--- src/rtl/dmac_reg_pkg.sv ---
package dmac_reg_pkg;
  localparam int A_CFG     = 'h180;
  localparam int A_ERR     = 'h181;
  localparam int A_IEN     = 'h182;
  localparam int A_TXSTART = 'h184;
  localparam int A_TXSTOP  = 'h185;
  localparam int A_TXEOB   = 'h186;
  localparam int A_TXDERR  = 'h187;
  localparam int A_RXSTART = 'h190;
  localparam int A_RXSTOP  = 'h191;
  localparam int A_RXEOB   = 'h192;
  localparam int A_RXDERR  = 'h193;
  localparam int A_TXTPTR  = 'h1A0;
  localparam int A_RXTPTR  = 'h1C0;
  localparam int A_RXBSIZE = 'h1E0;

  localparam logic [31:0] CFG_MASK  = 32'h00FFC087;
  localparam logic [31:0] CFG_RSTV  = 32'h0007C000;
  localparam logic [31:0] IEN_MASK  = 32'h0000001F;
  localparam logic [31:0] TXACT_MASK = 32'hF0000000;
  localparam logic [31:0] RXACT_MASK = 32'hC0000000;
  localparam int          SOFT_RST_BIT = 31;
endpackage

--- src/rtl/dmac_mreg.sv ---
module dmac_mreg #(
  parameter int          W    = 32,
  parameter logic [W-1:0] MASK = '1,
  parameter logic [W-1:0] RSTV = '0
) (
  input  logic         clk_i,
  input  logic         rst_ni,
  input  logic         sclr_i,
  input  logic         we_i,
  input  logic [W-1:0] wdata_i,
  output logic [W-1:0] q_o
);
  logic [W-1:0] q;

  always_ff @(posedge clk_i or negedge rst_ni) begin
    if (!rst_ni)      q <= RSTV;
    else if (we_i)    q <= wdata_i & MASK;
    else if (sclr_i)  q <= RSTV;
  end

  assign q_o = q;
endmodule

--- src/rtl/dmac_w1c.sv ---
module dmac_w1c #(
  parameter int W = 32
) (
  input  logic         clk_i,
  input  logic         rst_ni,
  input  logic         sclr_i,
  input  logic         we_i,
  input  logic [W-1:0] wdata_i,
  input  logic [W-1:0] set_i,
  output logic [W-1:0] q_o
);
  logic [W-1:0] q, kept;

  always_comb begin
    if (sclr_i)    kept = '0;
    else if (we_i) kept = q & ~wdata_i;
    else           kept = q;
  end

  // hardware set dominates clear and soft reset
  always_ff @(posedge clk_i or negedge rst_ni) begin
    if (!rst_ni) q <= '0;
    else         q <= kept | set_i;
  end

  assign q_o = q;
endmodule

--- src/rtl/dmac_chan_array.sv ---
module dmac_chan_array #(
  parameter int ADDR_W = 10,
  parameter int BASE   = 'h1A0,
  parameter int N      = 4,
  parameter int W      = 32
) (
  input  logic              clk_i,
  input  logic              rst_ni,
  input  logic [ADDR_W-1:0] addr_i,
  input  logic              we_i,
  input  logic [31:0]       wdata_i,
  output logic              hit_o,
  output logic [31:0]       rdata_o,
  output logic [N*W-1:0]    regs_o
);
  logic [N-1:0]  hit;
  logic [W-1:0]  q [N];

  for (genvar i = 0; i < N; i++) begin : g_ent
    assign hit[i] = (addr_i == ADDR_W'(BASE + i));
    always_ff @(posedge clk_i or negedge rst_ni) begin
      if (!rst_ni)                q[i] <= '0;
      else if (we_i && hit[i])    q[i] <= wdata_i[W-1:0];
    end
    assign regs_o[i*W +: W] = q[i];
  end

  always_comb begin
    rdata_o = '0;
    for (int i = 0; i < N; i++)
      if (hit[i]) rdata_o = rdata_o | 32'(q[i]);
  end

  assign hit_o = |hit;
endmodule

--- src/rtl/dmac_ctrl_regs.sv ---
module dmac_ctrl_regs
  import dmac_reg_pkg::*;
#(
  parameter int ADDR_W = 10,
  parameter int NUM_TX = 4,
  parameter int NUM_RX = 2
) (
  input  logic                clk_i,
  input  logic                rst_ni,
  input  logic [ADDR_W-1:0]   reg_addr_i,
  input  logic                reg_we_i,
  input  logic [31:0]         reg_wdata_i,
  output logic [31:0]         reg_rdata_o,
  input  logic [31:0]         err_set_i,
  input  logic [31:0]         tx_eob_set_i,
  input  logic [31:0]         tx_derr_set_i,
  input  logic [31:0]         rx_eob_set_i,
  input  logic [31:0]         rx_derr_set_i,
  output logic [31:0]         cfg_o,
  output logic [31:0]         irq_en_o,
  output logic [31:0]         tx_start_o,
  output logic [31:0]         tx_stop_o,
  output logic [31:0]         rx_start_o,
  output logic [31:0]         rx_stop_o,
  output logic [31:0]         err_stat_o,
  output logic [31:0]         tx_eob_o,
  output logic [31:0]         tx_derr_o,
  output logic [31:0]         rx_eob_o,
  output logic [31:0]         rx_derr_o,
  output logic [NUM_TX*32-1:0] tx_tptr_o,
  output logic [NUM_RX*32-1:0] rx_tptr_o,
  output logic [NUM_RX*8-1:0]  rx_bsize_o
);
  localparam int NSTAT = 5;

  function automatic logic sel(input logic [ADDR_W-1:0] a, input int target);
    return a == ADDR_W'(target);
  endfunction

  logic soft_rst;
  assign soft_rst = reg_we_i && sel(reg_addr_i, A_CFG) && reg_wdata_i[SOFT_RST_BIT];

  // configuration: bit 31 is masked off, so the soft reset self-clears
  dmac_mreg #(.W(32), .MASK(CFG_MASK), .RSTV(CFG_RSTV)) u_cfg (
    .clk_i, .rst_ni, .sclr_i(1'b0),
    .we_i(reg_we_i && sel(reg_addr_i, A_CFG)),
    .wdata_i(reg_wdata_i), .q_o(cfg_o));

  dmac_mreg #(.W(32), .MASK(IEN_MASK)) u_ien (
    .clk_i, .rst_ni, .sclr_i(soft_rst),
    .we_i(reg_we_i && sel(reg_addr_i, A_IEN)),
    .wdata_i(reg_wdata_i), .q_o(irq_en_o));

  dmac_mreg #(.W(32), .MASK(TXACT_MASK)) u_tx_start (
    .clk_i, .rst_ni, .sclr_i(soft_rst),
    .we_i(reg_we_i && sel(reg_addr_i, A_TXSTART)),
    .wdata_i(reg_wdata_i), .q_o(tx_start_o));

  dmac_mreg #(.W(32), .MASK(TXACT_MASK)) u_tx_stop (
    .clk_i, .rst_ni, .sclr_i(soft_rst),
    .we_i(reg_we_i && sel(reg_addr_i, A_TXSTOP)),
    .wdata_i(reg_wdata_i), .q_o(tx_stop_o));

  dmac_mreg #(.W(32), .MASK(RXACT_MASK)) u_rx_start (
    .clk_i, .rst_ni, .sclr_i(soft_rst),
    .we_i(reg_we_i && sel(reg_addr_i, A_RXSTART)),
    .wdata_i(reg_wdata_i), .q_o(rx_start_o));

  dmac_mreg #(.W(32), .MASK(RXACT_MASK)) u_rx_stop (
    .clk_i, .rst_ni, .sclr_i(soft_rst),
    .we_i(reg_we_i && sel(reg_addr_i, A_RXSTOP)),
    .wdata_i(reg_wdata_i), .q_o(rx_stop_o));

  // status words
  localparam int STAT_ADDR [NSTAT] = '{A_ERR, A_TXEOB, A_TXDERR, A_RXEOB, A_RXDERR};
  logic [31:0] stat_set [NSTAT];
  logic [31:0] stat_q   [NSTAT];

  assign stat_set[0] = err_set_i;
  assign stat_set[1] = tx_eob_set_i;
  assign stat_set[2] = tx_derr_set_i;
  assign stat_set[3] = rx_eob_set_i;
  assign stat_set[4] = rx_derr_set_i;

  for (genvar s = 0; s < NSTAT; s++) begin : g_stat
    dmac_w1c #(.W(32)) u_w1c (
      .clk_i, .rst_ni, .sclr_i(soft_rst),
      .we_i(reg_we_i && sel(reg_addr_i, STAT_ADDR[s])),
      .wdata_i(reg_wdata_i), .set_i(stat_set[s]), .q_o(stat_q[s]));
  end

  assign err_stat_o = stat_q[0];
  assign tx_eob_o   = stat_q[1];
  assign tx_derr_o  = stat_q[2];
  assign rx_eob_o   = stat_q[3];
  assign rx_derr_o  = stat_q[4];

  // per-channel arrays
  logic        txp_hit, rxp_hit, rxs_hit;
  logic [31:0] txp_rd, rxp_rd, rxs_rd;

  dmac_chan_array #(.ADDR_W(ADDR_W), .BASE(A_TXTPTR), .N(NUM_TX), .W(32)) u_tx_tptr (
    .clk_i, .rst_ni, .addr_i(reg_addr_i), .we_i(reg_we_i), .wdata_i(reg_wdata_i),
    .hit_o(txp_hit), .rdata_o(txp_rd), .regs_o(tx_tptr_o));

  dmac_chan_array #(.ADDR_W(ADDR_W), .BASE(A_RXTPTR), .N(NUM_RX), .W(32)) u_rx_tptr (
    .clk_i, .rst_ni, .addr_i(reg_addr_i), .we_i(reg_we_i), .wdata_i(reg_wdata_i),
    .hit_o(rxp_hit), .rdata_o(rxp_rd), .regs_o(rx_tptr_o));

  dmac_chan_array #(.ADDR_W(ADDR_W), .BASE(A_RXBSIZE), .N(NUM_RX), .W(8)) u_rx_bsize (
    .clk_i, .rst_ni, .addr_i(reg_addr_i), .we_i(reg_we_i), .wdata_i(reg_wdata_i),
    .hit_o(rxs_hit), .rdata_o(rxs_rd), .regs_o(rx_bsize_o));

  // read mux
  always_comb begin
    reg_rdata_o = '0;
    if      (sel(reg_addr_i, A_CFG))     reg_rdata_o = cfg_o;
    else if (sel(reg_addr_i, A_IEN))     reg_rdata_o = irq_en_o;
    else if (sel(reg_addr_i, A_TXSTART)) reg_rdata_o = tx_start_o;
    else if (sel(reg_addr_i, A_TXSTOP))  reg_rdata_o = tx_stop_o;
    else if (sel(reg_addr_i, A_RXSTART)) reg_rdata_o = rx_start_o;
    else if (sel(reg_addr_i, A_RXSTOP))  reg_rdata_o = rx_stop_o;
    else if (txp_hit)                    reg_rdata_o = txp_rd;
    else if (rxp_hit)                    reg_rdata_o = rxp_rd;
    else if (rxs_hit)                    reg_rdata_o = rxs_rd;
    else begin
      for (int s = 0; s < NSTAT; s++)
        if (sel(reg_addr_i, STAT_ADDR[s])) reg_rdata_o = stat_q[s];
    end
  end
endmodule

--- config.mk ---
export PLATFORM = sky130hd
export DESIGN_NAME = dmac_ctrl_regs
export DESIGN_NICKNAME = d
export VERILOG_FILES = /design/src/rtl/dmac_reg_pkg.sv /design/src/rtl/dmac_mreg.sv /design/src/rtl/dmac_w1c.sv /design/src/rtl/dmac_chan_array.sv /design/src/rtl/dmac_ctrl_regs.sv
export SDC_FILE = /design/constraint.sdc
export NUM_CORES = 1
export LEC_CHECK = 0
export ABC_CLOCK_PERIOD_IN_PS = 6400
export BUFFER_PORTS_ARGS = -buffer_cell sky130_fd_sc_hd__buf_4
export CAP_MARGIN = 20
export CORE_AREA = 4 4 304 306
export CTS_BUF_LIST = sky130_fd_sc_hd__clkbuf_4 sky130_fd_sc_hd__clkbuf_8 sky130_fd_sc_hd__clkbuf_16
export DETAILED_ROUTE_END_ITERATION = 7
export DIE_AREA = 0 0 308 310
export PLACE_DENSITY_LB_ADDON = 0.1
export RECOVER_POWER = 25
export SYNTH_ARGS = -nofsm -noshare
export SYNTH_HDL_FRONTEND = slang
export SYNTH_SLANG_ARGS = --single-unit
--- constraint.sdc ---
create_clock -name clk_i -period 6.4 [get_ports clk_i]
set_clock_uncertainty 0.15 [all_clocks]
set_input_delay 1.28 -clock clk_i [delete_from_list [all_inputs] [get_ports clk_i]]
set_output_delay 1.28 -clock clk_i [all_outputs]
set_load 0.01 [all_outputs]
---- After elaboration in Yosys (flattened, before gate mapping) ----
Index checks and enable logic that the tools add are counted.
word-level totals
  bits in registers ....................... 542
  input bits .............................. 205
  output and inout port bits .............. 592
  logic and storage cells ................. 120
cells by class
  equal/unequal tests ..................... 19
  multiplexer cells ....................... 38
  bitwise gates (word level) .............. 16
  reductions and logical operators ........ 28
operators by type and width
  cell                   count
  $mux W32               37
  $or A32 B32 Y32        9
  $eq A10 B9 Y1 const B  19
  $and A32 B32 Y32       5
  $not A32 Y32           1
  $or A32 B8 Y32         1
  $logic_and A1 B1 Y1    20
  $reduce_bool A2 Y1     5
  $mux W8                1
  $reduce_or A2 Y1       2
  $reduce_or A4 Y1       1

---- Depth between registers and ports, before layout ----
Gate-level depths: netlist of run 1.
  depth in word-level cells ............... 15
  depth in mapped cells ................... 9

---- Cells and area by module ----
Synthesis of run 1 repeated with hierarchy kept, for this count alone.
unflattened totals
  cell total of the unflattened synthesis .. 2100
  area total of the unflattened synthesis .. 23052.1 µm²
by module, submodules not included
  module                        times used  cells each  area each (µm²)  seq. area each (µm²)
  dmac_w1c                      5           103         1253.7           800.8
  dmac_chan_array (u_tx_tptr)   1           359         6038.3           3203.1
  dmac_ctrl_regs                1           676         4391.7           0.0
  dmac_chan_array (u_rx_tptr)   1           214         2951.6           1601.5
  dmac_chan_array (u_rx_bsize)  1           83          968.4            400.4
  dmac_mreg (u_cfg)             1           60          715.7            356.6
  dmac_mreg (u_tx_start ...)    2           38          355.3            100.1
  dmac_mreg (u_rx_start ...)    2           39          312.8            50.0
  dmac_mreg (u_ien)             1           39          381.6            125.1

---- Least setup slack after synthesis of run 1 ----
OpenSTA, ideal clock, no wires.
  kind .................................... input port to output port
  start ................................... in reg_addr_i[3]
  end ..................................... out reg_rdata_o[24]
  arrival ................................. 3.074 ns
  required time ........................... 4.970 ns
  setup slack ............................. 1.896 ns
  stages .................................. 7
  path buffers ............................ 3
  cell sequence ........................... or4b_1 -> buf_4 -> nor3_4 -> buf_4 -> buf_4 -> a21oi_1 -> a211oi_1
between the ends
  cells in the longest elaborated chain, start to end .. 15
ends and longest elaborated chain
  item                                         line                                          text
  start, declared                              dmac_ctrl_regs.sv:10                          input logic [ADDR_W-1:0] reg_addr_i,
  $eq A10 B9 Y1 (on tied branches)             dmac_ctrl_regs.sv:37, dmac_chan_array.sv:20
  $mux W32 (on tied branches)                  dmac_ctrl_regs.sv:128, dmac_chan_array.sv:31
  $mux W32 or $or A32 B32 Y32 (tied branches)  dmac_ctrl_regs.sv:128, dmac_chan_array.sv:31
  $mux W32 (on tied branches)                  dmac_ctrl_regs.sv:128, dmac_chan_array.sv:31
  $mux W32 or $or A32 B32 Y32 (tied branches)  dmac_ctrl_regs.sv:128, dmac_chan_array.sv:31
  $mux W32 (on tied branches)                  dmac_ctrl_regs.sv:128, dmac_chan_array.sv:31
  $mux W32 or $or A32 B32 Y32 (tied branches)  dmac_ctrl_regs.sv:125, dmac_chan_array.sv:31
  $mux W32 (on tied branches)                  dmac_ctrl_regs.sv:124, dmac_chan_array.sv:31
  $mux W32                                     dmac_ctrl_regs.sv:123                         else if (txp_hit) reg_rdata_o = txp_rd;
  $mux W32                                     dmac_ctrl_regs.sv:122                         else if (sel(reg_addr_i, A_RXSTOP)) reg_rdata_o = rx_stop_o;
  $mux W32                                     dmac_ctrl_regs.sv:121                         else if (sel(reg_addr_i, A_RXSTART)) reg_rdata_o = rx_start_o;
  $mux W32                                     dmac_ctrl_regs.sv:120                         else if (sel(reg_addr_i, A_TXSTOP)) reg_rdata_o = tx_stop_o;
  $mux W32                                     dmac_ctrl_regs.sv:119                         else if (sel(reg_addr_i, A_TXSTART)) reg_rdata_o = tx_start_o;
  $mux W32                                     dmac_ctrl_regs.sv:118                         else if (sel(reg_addr_i, A_IEN)) reg_rdata_o = irq_en_o;
  $mux W32 (*)                                 dmac_ctrl_regs.sv:117                         if (sel(reg_addr_i, A_CFG)) reg_rdata_o = cfg_o;
  end, declared                                dmac_ctrl_regs.sv:13                          output logic [31:0] reg_rdata_o,
Every way passes the cells marked *; elsewhere a longest branch is shown, timed or not.

---- Final worst setup path of run 1 ----
  start ................................... in reg_addr_i[3]
  end ..................................... out reg_rdata_o[2]
Same word-level chain as after synthesis.

==> run metrics, run 1 <==
initial drt markers=1,502; Core ar.=89,600 um^2; Hold Crit Class=reg -> reg; PD cells=215 nW/um^2; total congestion overflow=0; Post-synth top cells=dfrtp_1, nand2_1, mux2_2, buf_4, a31o_2; post-synthesis register bit count=399; WL final=113,000 um; Worst Setup End Kind=output pin; total track usage=22.5%; CTS H-tree depth=2; Fill cells=9,312; top cell type by total area after synthesis=dfrtp_1; Synth Cell Area=21,000 um^2; final worst path period need=5.80 ns; Mapped Cells=1,910; Async SR Flop Fraction=100%; CTS Sinks=399; Ys Warns=0; fin crit share=90.6%; post-CTS setup buffers=0; Post-synth EDFFs=0; Primary FF master, synth=dfrtp_1; Max Cap Violations=1; Die Y=310 um; root buffer cell=clkbuf_16; max-slew violations=88; deepest clock path buffer count=3; RSZ-0062 raised after global routing=no; initial antenna violation count=16; global-route wire length before repair=153,000 um; syn avg cell area=11.0 um^2; Die X=308 um; largest net degree at the start of global routing=147; Fin. Hold Viols=0; Worst Path Max Fanout=16; Leak Pwr=0.0126 uW; Tot Pwr=6070 uW; port buffer count=635; setup TNS=0 ns; # hold bufs at CTS=0; die area=95,500 um^2; CTS resizes=0; DRC Markers=0; Distinct cells, synth=76; Final nets=2,695; number of CTS-inserted buffers=50; Rel. slew slack=-188%; startpoint types=input port; critical path data arrival time=4.37 ns; Yosys top cell area share=47.0%; routability cong.=0.884; reg2reg setup slack=5.34 ns; Worst Reg-to-Reg Cells=1; violated checks=capacitance limit, slew limit; cell with the most instances after synthesis=dfrtp_1; DRT antenna net count=0; FP Rows=110; Initial Util=23.4%; Critical R2R Launch=g_stat[4].u_w1c.q_o[29]$_DFF_PN0_; fmax=172 MHz; Worst-Margin Slew=4.32 ns; layout cell share with drive strength beyond 1=48.7%; WL/cell=30.4 um; number of global-route vias before repair=18,500; Hold Startpoint=u_rx_tptr.regs_o[62]$_DFFE_PN0P_; drt pass-1 iters=7; sequential-to-total area share from yosys stat=47.7%; TritonCTS clock tree=done; reg2reg end=g_stat[4].u_w1c.q_o[29]$_DFF_PN0_; IO Count=797; Final setup viols=0; Worst Path Required=4.97 ns; hpwl dp=86,700 um; status=complete, but fails checks; synth top area cells=dfrtp_1, mux2_2, buf_4; drt via density=4.97; VDD IR max=178 uV; Hold Crit Endpoint=u_rx_tptr.regs_o[62]$_DFFE_PN0P_; area delta synth->final=34.6%; worst skew pair latency=0.59 ns; Via Count=18,500; Reg clk slew, reported paths=0.06 ns; Min-Delay Path Depth=2; WS Path Type=in -> out
[critical path: stages]
cell       delay, ns
buf_4           0.14
or4b_2          1.06
nor2_4          0.51
a22o_1          0.23
a222oi_1        0.11
a2111oi_1       0.67
buf_4           0.21
buf_4           0.11
[sequential cells by signal, summed over array words and instances, names as in the netlist]
signal / cells
u_tx_tptr.regs_o: 128
u_tx_stop.q_o: 4
g_stat.u_w1c.q_o: 160
u_rx_stop.q_o: 2
u_tx_start.q_o: 4
u_rx_start.q_o: 2
u_rx_tptr.regs_o: 64
u_ien.q_o: 5
u_cfg.q_o: 14
u_rx_bsize.regs_o: 16
[layout make-up]
cell class	count	area, um^2	area share, %
Antenna cell	13	32.5	0.115
Inverter	17	63.8	0.226
Timing Repair Buffer	697	5280	18.7
Tap cell	1176	1470	5.22
Clock buffer	79	1550	5.50
Clock inverter	11	176	0.625
Multi-Input combinational cell	1325	9640	34.2
Sequential cell	399	9990	35.4
[stage by stage]
step	instances	worst slack, ns	utilization (%)	hold slack (ns)	area (um^2)
global placement	3613	0.646	29.5	0.344	26400
CTS	3703	0.627	31.4	0.369	28200
finish	3717	0.599	31.5	0.370	28200
global route	3713	0.354	31.5	0.400	28200
detailed placement	3613	0.629	29.5	0.352	26400
floorplan	2070	1.90	-	0.378	21600
[per-layer routing]
| metal | track usage [%] | vias up | routed length, um |
|---|---|---|---|
| met2 | 36.7 | 862 | 53000 |
| met1 | 28.5 | 9507 | 46300 |
| met5 | 0 | - | 57 |
| met4 | 7.46 | 10 | 3690 |
| li1 | - | 7885 | - |
| met3 | 7.04 | 193 | 9900 |
[how the worst max path moves through the flow]
stage                     slack, ns          start                                 to  cells after the start
after CTS                      0.63  reg_addr_i[3]                     reg_rdata_o[2]                      8
after global placement         0.65  reg_addr_i[3]                     reg_rdata_o[2]                      8
after floorplan                1.90  reg_addr_i[3]                    reg_rdata_o[24]                      7
after global routing           0.35         rst_ni  u_rx_bsize.regs_o[11]$_DFFE_PN0P_                      2
final                          0.60  reg_addr_i[3]                     reg_rdata_o[2]                      8
after detailed placement       0.63  reg_addr_i[3]                     reg_rdata_o[2]                      8
[placed cells by master, fill, tap and decap left out, types with 15 or more instances in the layout]
| master | Yosys | routed |
|---|---|---|
| buf_4 | 168 | 690 |
| dfrtp_1 | 394 | 394 |
| nand2_1 | 236 | 235 |
| mux2_2 | 232 | 232 |
| conb_1 | 1 | 161 |
| a31o_2 | 131 | 131 |
| nand3_1 | 70 | 68 |
| a21oi_1 | 64 | 64 |
| o21ai_0 | 56 | 56 |
| clkbuf_16 | 0 | 50 |
| a221oi_1 | 29 | 29 |
| mux2_4 | 28 | 28 |
| nor2_1 | 27 | 25 |
| a31o_1 | 24 | 24 |
| a221o_1 | 23 | 23 |
| a22o_1 | 18 | 18 |
| nor4_1 | 16 | 16 |
| o31ai_1 | 16 | 16 |
| clkbuf_4 | 0 | 16 |
| inv_1 | 15 | 15 |
[power by group]
part	switching [uW]	leakage [uW]	internal, uW
Sequential	23.3	0.00471	2550
Clock	1200	0.000867	1790
Combinational	337	0.00699	174
[logic make-up after synthesis]
group / share of synthesized area, %
xor gates and xnor gates: 0.0418
buffers and inverters: 9.79
AOI/OAI and AO/OA: 16.7
other: 0.0179
DFF: 47.7
and+or+nand+nor: 10.5
muxes: 15.2
No activity file was read; power rests on OpenSTA's default activity.
==> run 2, diff against run 1 <==
- GPL_TIMING_DRIVEN: unset -> 0
- RECOVER_POWER: 25 -> 50
==> run 2 against run 1 <==
Compared with the run above: the flow still finishes with violations (capacitance limit, slew limit); sequential power barely moved; power grew 3.5%; hold slack better by 0.0090 ns; register-to-register slack improved by 0.02 ns; die area stayed put; global-route usage is 3.0 points higher.
==> run metrics, run 2 (same netlist as run 1, synthesis figures left out) <==
Max Cap Violations=1; port buffer count=629; Initial Util=23.4%; Die X=308 um; WL/cell=32.0 um; die area=95,500 um^2; Critical Path Max Stage Delay=0.80 ns; Die Y=310 um; Worst Path Required=4.97 ns; commonest cells after routing, fill and taps aside=buf_4, dfrtp_1, clkbuf_1; global-route wire length before repair=170,000 um; Critical R2R Launch=g_stat[4].u_w1c.q_o[27]$_DFF_PN0_; initial drt markers=1,590; Via Count=19,600; deepest clock path buffer count=3; Leak Pwr=0.0125 uW; DRT antenna net count=0; total track usage=25.5%; DRC Markers=0; Fin. Hold Viols=0; crit-path cells=buf_2, buf_2, buf_2, buf_1, nor3_1, a211oi_1, o31ai_1, a31oi_1, buf_4; CTS resizes=1; CTS H-tree depth=2; layout cell share with drive strength beyond 1=40.3%; hpwl dp=102,000 um; IO Count=797; commonest non-fill, non-tap cell in the layout=buf_4; design area=28,700 um^2; total congestion overflow=0; WS Path Type=in -> out; number of global-route vias before repair=19,800; Hold Startpoint=u_tx_tptr.regs_o[119]$_DFFE_PN0P_; Rel. slew slack=-208%; Worst Setup SP=reg_addr_i[0]; Final nets=2,965; # hold bufs at CTS=0; Hold Crit Class=reg -> reg; final worst path period need=6.32 ns; worst skew pair latency=0.61 ns; drt pass-1 iters=5; RSZ-0062 raised after global routing=no; critical path's top delay family=buffers and inverters; fin crit share=98.7%; fmax=158 MHz; Core ar.=89,600 um^2; largest net degree at the start of global routing=115; Fill cells=9,524; area delta synth->final=36.9%; Worst-Margin Slew=4.62 ns; critical path data arrival time=4.89 ns; max-slew violations=86; drt via density=4.92; number of CTS-inserted buffers=51; Reg clk slew, reported paths=0.05 ns; placed cell area=27,900 um^2; startpoint types=input port; WL final=128,000 um; crit path max-delay cell type=buf_1; Buf/Inv on CP=5; FP Rows=110; initial antenna violation count=15; CTS Sinks=399; WHS=0.379 ns; VDD IR max=152 uV; max FFs per register=160; Worst Setup End Kind=output pin; routability cong.=0.888; TritonCTS clock tree=done; setup TNS=0 ns; post-CTS setup buffers=0; root buffer cell=clkbuf_16; status=complete, but fails checks; violated checks=capacitance limit, slew limit; PD cells=219 nW/um^2; Crit path top cell by count=buf_2; Final setup viols=0; Worst Path Max Fanout=10
[run 2: changes by cell type in the layout (fill, tap and decap cells not counted), sizes merged]
cell | previous run | this run
inv | 17 | 18
clkbuf | 81 | 438
diode | 13 | 9
bufinv | 3 | 4
buf | 694 | 604
clkinv | 7 | 8
clkinvlp | 1 | 3
clkdlybuf4s25 | 0 | 1
dlymetal6s4s | 1 | 0
[run 2: path summary, 6_finish.rpt]
| path | slack (ns) | depth (start not counted) | endpoint |
|---|---|---|---|
| min in group asynchronous | 2.37 | 1 | u_tx_tptr.regs_o[98]$_DFFE_PN0P_ |
| max reg2reg | 5.36 | 1 | g_stat[4].u_w1c.q_o[27]$_DFF_PN0_ |
| max | 0.08 | 9 | reg_rdata_o[30] |
| min | 0.38 | 1 | u_tx_tptr.regs_o[119]$_DFFE_PN0P_ |
| min reg2reg | 0.38 | 1 | u_tx_tptr.regs_o[119]$_DFFE_PN0P_ |
| max in group asynchronous | 1.08 | 3 | g_stat[2].u_w1c.q_o[19]$_DFF_PN0_ |
[run 2: metrics by stage]
step	total power [uW]	instances	utilization (%)	worst slack, ns
after global placement	3210	3875	31.0	-0.584
after CTS	6370	3976	33.1	0.00355
after floorplan	2870	2070	-	1.90
after global routing	6500	3980	32.0	0.0261
after detailed placement	3220	3883	31.1	-0.254
final	6290	3985	32.0	0.0839
[run 2: layout make-up]
class	instances	area, um^2	share of cell area (%)
inverter	17	63.8	0.222
antenna	9	22.5	0.0785
timing repair buffer	638	3820	13.3
tap	1176	1470	5.13
buffer	328	1990	6.93
sequential	399	9990	34.8
clock buffer	77	1570	5.47
clock inverter	16	235	0.820
multi-input combinational	1325	9520	33.2
[run 2: per-layer routing]
layer  part of all wire (%)  global-route usage (%)
met1                     41                    31.8
met2                     49                    44.5
met3                    7.3                    6.11
met4                    2.8                    6.52
met5                  0.056                       0
[run 2: where the power goes]
group	switching, uW	internal [uW]	leakage [uW]
clock network	1260	1860	0.000896
logic	371	225	0.00691
registers	23.1	2550	0.00471
